===== src/rtl/hdrx_pkg.sv =====
package hdrx_pkg;
  localparam int WORD_W   = 32;
  localparam int WORD_BYTES = WORD_W / 8;
  localparam logic [3:0] IPV4_VER  = 4'd4;
  localparam logic [7:0] PROTO_TCP = 8'h06;

  typedef enum logic [3:0] {
    ST_VER       = 4'd0,
    ST_IDENT     = 4'd1,
    ST_PROTO     = 4'd2,
    ST_SKIP_SRC  = 4'd3,
    ST_DST       = 4'd4,
    ST_SKIP_OPT  = 4'd5,
    ST_PORTS     = 4'd6,
    ST_SKIP_SEQ  = 4'd7,
    ST_SKIP_ACK  = 4'd8,
    ST_DOFF      = 4'd9,
    ST_SKIP_TOPT = 4'd10,
    ST_PAY       = 4'd11
  } st_e;
endpackage


===== src/rtl/hdrx_seq.sv =====
module hdrx_seq
  import hdrx_pkg::*;
(
  input  logic              clk,
  input  logic              rst_n,
  input  logic              in_valid,
  input  logic [WORD_W-1:0] in_data,
  input  logic              zero_pay,
  input  logic              last_pay,
  output st_e               state
);
  st_e nxt;

  always_comb begin
    nxt = state;
    if (in_valid) begin
      unique case (state)
        ST_VER:       nxt = (in_data[31:28] == IPV4_VER) ? ST_IDENT : ST_VER;
        ST_IDENT:     nxt = ST_PROTO;
        ST_PROTO:     nxt = (in_data[23:16] == PROTO_TCP) ? ST_SKIP_SRC : ST_VER;
        ST_SKIP_SRC:  nxt = ST_DST;
        ST_DST:       nxt = ST_SKIP_OPT;
        ST_SKIP_OPT:  nxt = ST_PORTS;
        ST_PORTS:     nxt = ST_SKIP_SEQ;
        ST_SKIP_SEQ:  nxt = ST_SKIP_ACK;
        ST_SKIP_ACK:  nxt = ST_DOFF;
        ST_DOFF:      nxt = ST_SKIP_TOPT;
        ST_SKIP_TOPT: nxt = zero_pay ? ST_VER : ST_PAY;
        ST_PAY:       nxt = last_pay ? ST_VER : ST_PAY;
        default:      nxt = ST_VER;
      endcase
    end
  end

  always_ff @(posedge clk or negedge rst_n) begin
    if (!rst_n) state <= ST_VER;
    else        state <= nxt;
  end
endmodule


===== src/rtl/hdrx_capture.sv =====
module hdrx_capture
  import hdrx_pkg::*;
#(
  parameter int LEN_W = 16
) (
  input  logic              clk,
  input  logic              rst_n,
  input  logic              in_valid,
  input  logic [WORD_W-1:0] in_data,
  input  st_e               state,
  output logic [3:0]        ip_hdr_words,
  output logic [LEN_W-1:0]  ip_total_len,
  output logic [15:0]       ip_ident,
  output logic [31:0]       ip_dst,
  output logic [15:0]       tcp_src_port,
  output logic [15:0]       tcp_dst_port,
  output logic [3:0]        tcp_doff,
  output logic [LEN_W-1:0]  pay_bytes,
  output logic              zero_pay
);
  localparam int DW = LEN_W + 1;

  logic en_ver, en_ident, en_dst, en_ports, en_doff;
  logic [DW-1:0] diff;

  assign en_ver   = in_valid && (state == ST_VER) && (in_data[31:28] == IPV4_VER);
  assign en_ident = in_valid && (state == ST_IDENT);
  assign en_dst   = in_valid && (state == ST_DST);
  assign en_ports = in_valid && (state == ST_PORTS);
  assign en_doff  = in_valid && (state == ST_DOFF);

  always_comb begin
    diff = {1'b0, ip_total_len}
         - DW'({ip_hdr_words, 2'b00})
         - DW'({in_data[31:28], 2'b00});
  end

  always_ff @(posedge clk or negedge rst_n) begin
    if (!rst_n) begin
      ip_hdr_words <= '0;
      ip_total_len <= '0;
    end else if (en_ver) begin
      ip_hdr_words <= in_data[27:24];
      ip_total_len <= LEN_W'(in_data[15:0]);
    end
  end

  always_ff @(posedge clk or negedge rst_n) begin
    if (!rst_n)        ip_ident <= '0;
    else if (en_ident) ip_ident <= in_data[31:16];
  end

  always_ff @(posedge clk or negedge rst_n) begin
    if (!rst_n)      ip_dst <= '0;
    else if (en_dst) ip_dst <= in_data;
  end

  always_ff @(posedge clk or negedge rst_n) begin
    if (!rst_n) begin
      tcp_src_port <= '0;
      tcp_dst_port <= '0;
    end else if (en_ports) begin
      tcp_src_port <= in_data[31:16];
      tcp_dst_port <= in_data[15:0];
    end
  end

  always_ff @(posedge clk or negedge rst_n) begin
    if (!rst_n) begin
      tcp_doff  <= '0;
      pay_bytes <= '0;
    end else if (en_doff) begin
      tcp_doff  <= in_data[31:28];
      pay_bytes <= diff[LEN_W] ? '0 : diff[LEN_W-1:0];
    end
  end

  assign zero_pay = (pay_bytes == '0);
endmodule


===== src/rtl/hdrx_pay_track.sv =====
module hdrx_pay_track
  import hdrx_pkg::*;
#(
  parameter int LEN_W = 16,
  parameter int PKT_W = 8
) (
  input  logic             clk,
  input  logic             rst_n,
  input  logic             in_valid,
  input  st_e              state,
  input  logic [LEN_W-1:0] pay_bytes,
  input  logic             zero_pay,
  output logic             last_pay,
  output logic [PKT_W-1:0] pkt_num
);
  localparam logic [LEN_W-1:0] STEP = LEN_W'(WORD_BYTES);

  logic [LEN_W-1:0] remain;
  logic load, consume, done;

  assign load     = in_valid && (state == ST_SKIP_TOPT);
  assign consume  = in_valid && (state == ST_PAY);
  assign last_pay = (remain <= STEP);
  assign done     = (load && zero_pay) || (consume && last_pay);

  always_ff @(posedge clk or negedge rst_n) begin
    if (!rst_n)       remain <= '0;
    else if (load)    remain <= pay_bytes;
    else if (consume) remain <= remain - STEP;
  end

  always_ff @(posedge clk or negedge rst_n) begin
    if (!rst_n)    pkt_num <= '0;
    else if (done) pkt_num <= pkt_num + 1'b1;
  end
endmodule


===== src/rtl/hdrx_top.sv =====
module hdrx_top
  import hdrx_pkg::*;
#(
  parameter int LEN_W = 16,
  parameter int PKT_W = 8
) (
  input  logic             clk,
  input  logic             rst_n,
  input  logic             in_valid,
  input  logic [31:0]      in_data,
  output logic             pay_valid,
  output logic [3:0]       ip_hdr_words,
  output logic [LEN_W-1:0] ip_total_len,
  output logic [15:0]      ip_ident,
  output logic [31:0]      ip_dst,
  output logic [15:0]      tcp_src_port,
  output logic [15:0]      tcp_dst_port,
  output logic [3:0]       tcp_doff,
  output logic [LEN_W-1:0] pay_bytes,
  output logic [PKT_W-1:0] pkt_num
);
  logic [1:0] rsync;
  logic       rst_core_n;
  st_e        state;
  logic       zero_pay, last_pay;

  always_ff @(posedge clk or negedge rst_n) begin
    if (!rst_n) rsync <= '0;
    else        rsync <= {rsync[0], 1'b1};
  end
  assign rst_core_n = rsync[1];

  hdrx_seq i_seq (
    .clk(clk), .rst_n(rst_core_n), .in_valid(in_valid), .in_data(in_data),
    .zero_pay(zero_pay), .last_pay(last_pay), .state(state)
  );

  hdrx_capture #(.LEN_W(LEN_W)) i_cap (
    .clk(clk), .rst_n(rst_core_n), .in_valid(in_valid), .in_data(in_data),
    .state(state), .ip_hdr_words(ip_hdr_words), .ip_total_len(ip_total_len),
    .ip_ident(ip_ident), .ip_dst(ip_dst), .tcp_src_port(tcp_src_port),
    .tcp_dst_port(tcp_dst_port), .tcp_doff(tcp_doff), .pay_bytes(pay_bytes),
    .zero_pay(zero_pay)
  );

  hdrx_pay_track #(.LEN_W(LEN_W), .PKT_W(PKT_W)) i_trk (
    .clk(clk), .rst_n(rst_core_n), .in_valid(in_valid), .state(state),
    .pay_bytes(pay_bytes), .zero_pay(zero_pay), .last_pay(last_pay),
    .pkt_num(pkt_num)
  );

  assign pay_valid = (state == ST_PAY) && in_valid;
endmodule


===== config.mk =====
export PLATFORM = sky130hd
export DESIGN_NAME = hdrx_top
export DESIGN_NICKNAME = d
export VERILOG_FILES = /design/src/rtl/hdrx_pkg.sv /design/src/rtl/hdrx_seq.sv /design/src/rtl/hdrx_capture.sv /design/src/rtl/hdrx_pay_track.sv /design/src/rtl/hdrx_top.sv
export SDC_FILE = /design/constraint.sdc
export NUM_CORES = 1
export LEC_CHECK = 0
export BUFFER_PORTS_ARGS = -buffer_cell sky130_fd_sc_hd__buf_2
export CORE_ASPECT_RATIO = 1.1
export CORE_MARGIN = 2
export CORE_UTILIZATION = 45
export DETAILED_ROUTE_END_ITERATION = 7
export PLACE_DENSITY_LB_ADDON = 0.1
export SYNTH_ARGS = -nofsm -noshare
export SYNTH_HDL_FRONTEND = slang
export SYNTH_SLANG_ARGS = --single-unit

===== constraint.sdc =====
create_clock -name clk -period 4.56 [get_ports clk]
set_input_delay 0.912 -clock clk [delete_from_list [all_inputs] [get_ports clk]]
set_output_delay 0.912 -clock clk [all_outputs]
set_load 0.01 [all_outputs]

==> results of run 1 <==
power breakdown:
part	internal [W]	leakage (nW)	switching, W
Clock	0.000942	0.309	0.000545
Sequential	0.00182	1.89	0.000346
Combinational	0.000987	1.89	0.00104
Total	0.00375	4.09	0.00193
cell usage in the layout, fill, tap and decap left out, types with 5 or more instances in the layout:
master     instances
mux2_2            90
xnor2_1           11
o211ai_1           7
ha_1              10
a21oi_1            5
clkinv_2           5
nand3_1            9
o21ai_0           36
nor4_1             8
dfrtp_1          149
or3_1              5
nor2_1            16
nor3_1             6
clkbuf_16         17
buf_2            163
inv_1             17
nor2b_1            5
nand2_1           56
cells in the mapped netlist, types with 5 or more instances:
master / instances
a21oi_1: 5
clkbuf_1: 12
dfrtp_1: 150
ha_1: 10
inv_1: 17
mux2_2: 90
nand2_1: 56
nand3_1: 9
nor2_1: 16
nor2b_1: 6
nor3_1: 6
nor4_1: 8
o211ai_1: 7
o21ai_0: 36
or3_1: 6
xnor2_1: 11
flip-flops by register name, summed over array words and instances (netlist names):
| signal | cells |
|---|---|
| i_cap.ip_hdr_words | 4 |
| rsync | 2 |
| i_trk.remain | 16 |
| i_cap.ip_total_len | 16 |
| i_cap.tcp_doff | 4 |
| i_cap.tcp_dst_port | 16 |
| i_trk.pkt_num | 8 |
| i_cap.ip_dst | 32 |
| i_cap.ip_ident | 16 |
| i_cap.tcp_src_port | 16 |
| i_cap.pay_bytes | 16 |
| i_seq.state | 4 |
final cells by class:
| cell class | instances | area, um^2 |
|---|---|---|
| clock inverters | 13 | 178 |
| repair buffers | 166 | 838 |
| inverters | 17 | 63.8 |
| clock buffers | 19 | 453 |
| flip-flops and latches | 150 | 3760 |
| multi-input cells | 340 | 2670 |
| fillers | 1223 | 6130 |
| well taps | 192 | 240 |
logic make-up after synthesis:
family	synth area share, %
compound gates	7.49
xor+xnor	2.00
fa+ha+maj	3.12
buf+inv	2.65
flops	57.1
mux	16.4
other cells	0.0571
simple gates	11.1
critical path: cells and delay by family:
family,cells,cell delay (ps)
AO/OA/AOI/OAI,2,590
buffers and inverters,3,300
adder cells (fa/ha/maj),2,670
AND/OR/NAND/NOR,2,890
per-layer routing:
layer	part of all wire [%]	wire, um
met1	44	6610
met3	4.7	715
met2	50	7570
met4	1.3	200
met5	0	0
through the flow:
stage | instance area, um^2 | power, W
6_report | 8200 | 0.00568
3_5_place_dp | 7570 | 0.00424
4_1_cts | 8200 | 0.00574
5_1_grt | 8200 | 0.00602
3_3_place_gp | 7570 | 0.00418
2_1_floorplan | 6570 | 0.00342
worst min-delay path by stage:
stage / cells after the start / to / startpoint
floorplan: 0 / rsync[1] / rsync[0]
global placement: 0 / rsync[1] / rsync[0]
detailed placement: 0 / rsync[1] / rsync[0]
finish: 1 / rsync[0] / rst_n
global route: 1 / rsync[0] / rst_n
CTS: 1 / rsync[1] / rst_n
==> results.tsv, run 1 <==
stage	metric	value	unit
outcome	outcome	finished, final reports clean	
critical_path	Setup CP Type	input port to flop	
floorplan	width of the chip	119	um
global_route	largest net degree at the start of global routing	53	
floorplan	Starting Density	45.8	%
power	Peak VDD IR	0.000349	V
floorplan	die height	131	um
routing	Via Count	4705	
clock_tree	total CTS buffers	17	
synthesis	post-synth cell types	57	
synthesis	commonest register cell after synthesis	dfrtp_1	
clock_tree	CTS tree	done	
sta	post-route worst setup slack	1490	ps
routing	drt first pass iters	4	
sta	Final Max Slew Viols	0	
clock_tree	postcts setup bufs	0	
synthesis	Post-synth EDFFs	0	
critical_path	Worst R2R Start	i_cap.ip_hdr_words[1]	
synthesis	Mapped Nets	578	
sta	Setup TNS	0	ps
critical_path	startpoint types	input port	
clock_tree	cts hold-fix bufs	0	
power	Static Leak	4.09	nW
floorplan	die area	15600	um^2
synthesis	FF+latch count, synth	150	
routing	number of routed nets with antenna violations	0	
global_route	M3 GR Usage	4.99	%
global_route	GR peak layer	met2	
clock_tree	Sink Count	150	
critical_path	CP startpoint	in_data[31]	
min_path	Hold Path Class	input port to async pin	
routing	Remaining DRCs	0	
placed_design	global placement routability congestion	0.796	
global_route	vias in the first global route	4659	
floorplan	cell row count	46	
critical_path	Worst EP required	4860	ps
sta	Worst-Margin Slew	1120	ps
placed_design	pre-CTS setup slack	1060	ps
sta	max frequency	0.326	GHz
synthesis	Mean Syn Cell Area	12.4	um^2
clock_tree	H-tree lvl count	4	
floorplan	core footprint	14300	um^2
routing	WL/cell	16.8	um
synthesis	Yosys top cell by area	dfrtp_1	
global_route	Tot GR Track Use	19.9	%
critical_path	worst path arrival time	3370	ps
global_route	met2 Use GR	32.8	%
routing	final WL	15.1	mm
sta	hold slack final	264	ps
global_route	grt met1 use	25.6	%
routing	vias per cell	5.25	
sta	final clock skew	5.83	ps
clock_tree	worst-skew pair later-pin latency	420	ps
synthesis	Post-Synthesis Cell Area	6570	um^2
sta	RSZ-0062 raised after global routing	false	
critical_path	Crit path top cell by count	inv_1	
critical_path	CP endpoint kind	flop	
sta	min cycle time layout	3070	ps
synthesis	sequential area share after synthesis	57.1	%
final_layout	fraction of layout cells with a size suffix above 1	42.6	%
critical_path	Worst R2R Path Depth	9	
critical_path	CP max FO	12	
placed_design	DP HPWL	10.9	mm
clock_tree	Root Buffer	clkbuf_16	
synthesis	asr flop ratio synth	100	%
power	PwrDens	692	nW/um^2
clock_tree	Reg clk slew, reported paths	60	ps
synthesis	top cell type's share of synthesized area	57.1	%
placed_design	Buffers on Ports	163	
sta	fin crit share	67.3	%
final_layout	Nets	741	
global_route	global-route wire length before repair	24.3	mm
synthesis	top post-synthesis cells by area	dfrtp_1 57%, mux2_2 15%, nand2_1 3.2%, o21ai_0 2.7%, ha_1 1.9%	
clock_tree	PostCTS Resize Cnt	0	
flow_run	Max Cap Violations	0	
sta	Setup violations, final	0	
final_layout	Finished Layout Cells	897	
critical_path	crit path cell chain	buf_2, inv_1, fa_1, ha_1, or4_1, nor4_1, a21o_1, inv_1, a22o_1	
critical_path	Critical-path top delay cell	nor4_1	
critical_path	Setup crit end	i_cap.pay_bytes[2]	
final_layout	final core occ	57.2	%
placed_design	placed insts	865	
critical_path	r2r endpoint	i_cap.pay_bytes[14]	
clock_tree	CTS Buffer Depth	2	
sta	final hold vios	0	
sta	Max-slew headroom	25.3	%
critical_path	slowest cell delay on critical path	450	ps
synthesis	Post-Syn Instances	529	
synthesis	Yosys Warn Count	0	
global_route	grt ovf	0	
routing	First DRT Iteration DRCs	225	
critical_path	R2R Setup Slk	1820	ps
final_layout	P&R area growth vs syn	24.8	%
final_layout	ANT cells	0	
global_route	initial antenna violation count	0	
floorplan	num ports	164	
No activity file was read; power rests on OpenSTA's default activity.
==> inputs of run 2 (changes only) <==
==> constraint.sdc (replaced) <==
create_clock -name clk -period 3 [get_ports clk]
set_input_delay 0.6 -clock clk [delete_from_list [all_inputs] [get_ports clk]]
set_output_delay 0.6 -clock clk [all_outputs]
set_load 0.01 [all_outputs]
==> results.tsv, run 2 (synthesis results as in run 1) <==
stage	metric	value	unit
final_layout	fraction of layout cells with a size suffix above 1	43.4	%
floorplan	num ports	164	
sta	fin crit share	87.2	%
placed_design	DP HPWL	11.5	mm
power	PwrDens	1030	nW/um^2
routing	drt first pass iters	4	
routing	WL/cell	17.2	um
routing	vias per cell	5.26	
floorplan	die area	15600	um^2
sta	max frequency	0.382	GHz
critical_path	CP startpoint	i_cap.ip_hdr_words[1]	
routing	met3 wire length	937	um
power	Peak VDD IR	0.000616	V
placed_design	Buffers on Ports	163	
sta	Max-slew headroom	48.3	%
final_layout	Largest register FFs	32	
sta	hold slack final	356	ps
routing	Remaining DRCs	0	
floorplan	core footprint	14300	um^2
routing	met2 wire len	7.87	mm
global_route	initial antenna violation count	0	
final_layout	ANT cells	0	
placed_design	global placement routability congestion	0.797	
global_route	Tot GR Track Use	20.6	%
clock_tree	CTS tree	done	
clock_tree	total CTS buffers	17	
critical_path	Setup crit end	i_cap.pay_bytes[14]	
floorplan	die height	131	um
final_layout	Reg with most FFs	i_cap.ip_dst	
global_route	grt ovf	0	
sta	Setup TNS	0	ps
sta	RSZ-0062 raised after global routing	false	
outcome	outcome	finished, final reports clean	
sta	Final Max Slew Viols	0	
final_layout	most common cell after layout, fill and taps aside	buf_2	
critical_path	Setup CP Type	flop to flop	
sta	Setup violations, final	0	
power	Pwr Total	0.00855	W
global_route	vias in the first global route	4832	
clock_tree	Reg clk slew, reported paths	60	ps
min_path	Hold Path Class	flop to flop	
final_layout	most frequent cells in the layout	163 x buf_2, 149 x dfrtp_1, 90 x mux2_2	
flow_run	Max Cap Violations	0	
clock_tree	H-tree lvl count	4	
routing	final WL	15.6	mm
clock_tree	Root Buffer	clkbuf_16	
clock_tree	postcts setup bufs	0	
sta	min cycle time layout	2620	ps
critical_path	R2R Setup Slk	380	ps
final_layout	P&R area growth vs syn	26.2	%
clock_tree	CTS Buffer Depth	2	
critical_path	worst path arrival time	2910	ps
sta	Worst-Margin Slew	776	ps
final_layout	filler cell count in the final layout	1207	
clock_tree	worst-skew pair later-pin latency	420	ps
routing	Via Count	4792	
routing	M1 wire length	6.50	mm
sta	final clock skew	5.67	ps
global_route	largest net degree at the start of global routing	60	
critical_path	CP max FO	5	
floorplan	Starting Density	45.8	%
critical_path	r2r endpoint	i_cap.pay_bytes[14]	
routing	DR top layer	met4	
sta	final hold vios	0	
power	Static Leak	4.14	nW
critical_path	Worst EP required	3300	ps
final_layout	Nets	757	
critical_path	Worst R2R Start	i_cap.ip_hdr_words[1]	
floorplan	width of the chip	119	um
final_layout	final core occ	57.8	%
critical_path	Worst R2R Path Depth	10	
clock_tree	Sink Count	150	
global_route	global-route wire length before repair	24.9	mm
routing	number of routed nets with antenna violations	0	
critical_path	CP endpoint kind	flop	
floorplan	cell row count	46	
critical_path	startpoint types	flop	
routing	First DRT Iteration DRCs	218	
run 2: cell types whose count changed in the layout (fill, tap and decap cells not counted), sizes merged:
cell,previous run,this run
bufinv,4,2
clkbuf,19,21
dlygate4sd3,0,1
clkinv,6,4
clkinvlp,2,3
inv,18,17
buf,166,181
run 2: final cells by class:
class / instances / area, um^2 / share of cell area, %
Sequential cell: 150 / 3760 / 45.3
Multi-Input combinational cell: 340 / 2670 / 32.2
Timing Repair Buffer: 182 / 986 / 11.9
Clock buffer: 21 / 470 / 5.68
Tap cell: 192 / 240 / 2.90
Clock inverter: 9 / 103 / 1.24
Inverter: 17 / 63.8 / 0.770
run 2: metrics by stage:
step	std cells	setup WS [ps]	cell area [um^2]
after global placement	880	87.7	7700
after floorplan	529	282	6570
after detailed placement	880	20.4	7700
after global routing	911	185	8290
after CTS	911	382	8290
final	911	383	8290
run 2: worst max-delay path, cell delays in order (launching register included):
cell and delay, ps:
dfrtp_1 370, inv_1 90, fa_1 450, ha_1 350
o211a_1 240, o21ai_0 180, buf_4 160, nand2_1 120
nor3_1 300, xnor2_1 160, o21ai_0 80
run 2: worst min-delay path by stage:
| stage | slack [ps] | end | startpoint | cells past startpoint |
|---|---|---|---|---|
| 2_1_floorplan | 300 | rsync[0] | rst_n | 0 |
| 3_3_place_gp | 340 | rsync[1] | rsync[0] | 0 |
| 3_5_place_dp | 350 | rsync[1] | rsync[0] | 0 |
| 4_1_cts | 360 | rsync[1] | rsync[0] | 0 |
| 5_1_grt | 380 | rsync[1] | rsync[0] | 0 |
| 6_report | 360 | rsync[1] | rsync[0] | 0 |
run 2: report_power, final:
part | switching (W) | internal (W)
Clock | 0.000792 | 0.00127
Sequential | 0.000498 | 0.00277
Combinational | 0.00165 | 0.00158
Total | 0.00294 | 0.00562
run 2: routing by layer:
layer / vias to the layer above / GRT usage (%)
li1: 2251 / -
met1: 2375 / 25.8
met2: 143 / 33.9
met3: 23 / 5.99
met4: 0 / 8.47
met5: - / 0
run 2: what timing repair did:
item / in CTS / in global routing
hold endpoints to repair: 2 / 0
resized for setup: 0 / 0
hold buffers: 1 / 0
==> inputs of run 3 (changes only) <==
--- a/config.mk
+++ b/config.mk
@@ -7,10 +7,10 @@
 export LEC_CHECK = 0
 export BUFFER_PORTS_ARGS = -buffer_cell sky130_fd_sc_hd__buf_2
 export CORE_ASPECT_RATIO = 1.1
-export CORE_MARGIN = 2
+export CORE_MARGIN = 1
 export CORE_UTILIZATION = 45
 export DETAILED_ROUTE_END_ITERATION = 7
-export PLACE_DENSITY_LB_ADDON = 0.1
+export PLACE_DENSITY = 0.69
 export SYNTH_ARGS = -nofsm -noshare
 export SYNTH_HDL_FRONTEND = slang
 export SYNTH_SLANG_ARGS = --single-unit
==> results.tsv, run 3 (synthesis results as in run 1) <==
stage	metric	value	unit
outcome	outcome	finished, final reports clean	
routing	final WL	15.9	mm
floorplan	core footprint	14000	um^2
sta	hold slack final	357	ps
final_layout	fraction of layout cells with a size suffix above 1	42.7	%
critical_path	Worst R2R Start	i_cap.ip_hdr_words[1]	
critical_path	CP max FO	10	
routing	vias per cell	5.35	
clock_tree	Reg clk slew, reported paths	60	ps
placed_design	global placement routability congestion	0.789	
power	PwrDens	1040	nW/um^2
final_layout	P&R area growth vs syn	25.5	%
sta	Max-slew headroom	53.7	%
floorplan	num ports	164	
min_path	Hold Path Class	flop to flop	
clock_tree	postcts setup bufs	0	
sta	min cycle time layout	2650	ps
final_layout	most common cell after layout, fill and taps aside	buf_2	
placed_design	Buffers on Ports	163	
final_layout	final core occ	58.8	%
floorplan	die height	129	um
global_route	largest net degree at the start of global routing	54	
critical_path	r2r endpoint	i_cap.pay_bytes[14]	
flow_run	Max Cap Violations	0	
sta	final hold vios	0	
floorplan	cell row count	45	
final_layout	most frequent cells in the layout	163 x buf_2, 149 x dfrtp_1, 90 x mux2_2	
clock_tree	H-tree lvl count	4	
routing	number of routed nets with antenna violations	0	
critical_path	Setup crit end	pay_valid	
clock_tree	CTS tree	done	
final_layout	Largest register FFs	32	
final_layout	ANT cells	0	
critical_path	startpoint types	flop	
routing	drt first pass iters	4	
routing	First DRT Iteration DRCs	182	
final_layout	Nets	752	
global_route	vias in the first global route	4994	
clock_tree	cts hold-fix bufs	1	
clock_tree	worst-skew pair later-pin latency	420	ps
critical_path	worst path arrival time	2050	ps
critical_path	CP endpoint kind	output pin	
sta	Final Max Slew Viols	0	
clock_tree	total CTS buffers	17	
power	Peak VDD IR	0.000493	V
clock_tree	Sink Count	150	
floorplan	die area	15100	um^2
routing	Remaining DRCs	0	
sta	Setup violations, final	0	
sta	max frequency	0.378	GHz
sta	fin crit share	88.2	%
placed_design	DP HPWL	11.6	mm
floorplan	Starting Density	46.9	%
critical_path	Worst R2R Path Depth	9	
clock_tree	Root Buffer	clkbuf_16	
global_route	grt ovf	0	
critical_path	Worst EP required	2400	ps
floorplan	width of the chip	117	um
sta	RSZ-0062 raised after global routing	false	
routing	Via Count	4826	
critical_path	R2R Setup Slk	390	ps
final_layout	Reg with most FFs	i_cap.ip_dst	
clock_tree	CTS Buffer Depth	2	
sta	final clock skew	6.07	ps
routing	WL/cell	17.7	um
critical_path	CP startpoint	i_seq.state[1]	
power	Static Leak	4.11	nW
sta	Worst-Margin Slew	694	ps
global_route	initial antenna violation count	0	
global_route	global-route wire length before repair	25.3	mm
clock_tree	PostCTS Resize Cnt	0	
global_route	Tot GR Track Use	22.3	%
critical_path	Setup CP Type	flop to output pin	
## run 3: final cells by class
cell class | instances | area, um^2
fillers | 1163 | 5770
flip-flops and latches | 150 | 3760
repair buffers | 177 | 936
inverters | 17 | 63.8
clock buffers | 21 | 460
multi-input cells | 340 | 2670
clock inverters | 9 | 128
well taps | 188 | 235
## run 3: critical path: stages (launching register included)
cell and delay [ps]:
dfrtp_1 600, nand2_1 170, or3_1 520, inv_1 180
buf_2 160
## run 3: how the worst min path moves through the flow
stage,from,to,slack [ps],depth (start not counted)
floorplan,rst_n,rsync[0],300,0
global placement,rsync[0],rsync[1],340,0
detailed placement,rsync[0],rsync[1],350,0
CTS,rsync[0],rsync[1],360,0
global route,rsync[0],rsync[1],360,0
finish,rsync[0],rsync[1],360,0
## run 3: power breakdown
| group | internal, W | switching [W] | total, W |
|---|---|---|---|
| sequential | 0.00277 | 0.000564 | 0.00333 |
| clock | 0.00134 | 0.000783 | 0.00212 |
| combinational | 0.00154 | 0.00160 | 0.00314 |
| total | 0.00564 | 0.00295 | 0.00859 |
## run 3: per-stage QoR
step	instances	area, um^2	power (W)	worst slack [ps]	TNS [ps]
floorplan	529	6570	0.00521	282	0
global placement	871	7650	0.00638	45.5	0
detailed placement	871	7650	0.00651	-17.9	-17.9
CTS	902	8250	0.00867	337	0
global route	902	8250	0.00910	229	0
finish	902	8250	0.00859	354	0
## run 3: metal layers
layer	global-route usage [%]	vias to the layer above	routed length, um
li1	-	2229	-
met1	27.7	2424	6520
met2	36.6	141	8180
met3	5.61	32	752
met4	10.1	0	482
met5	0	-	0
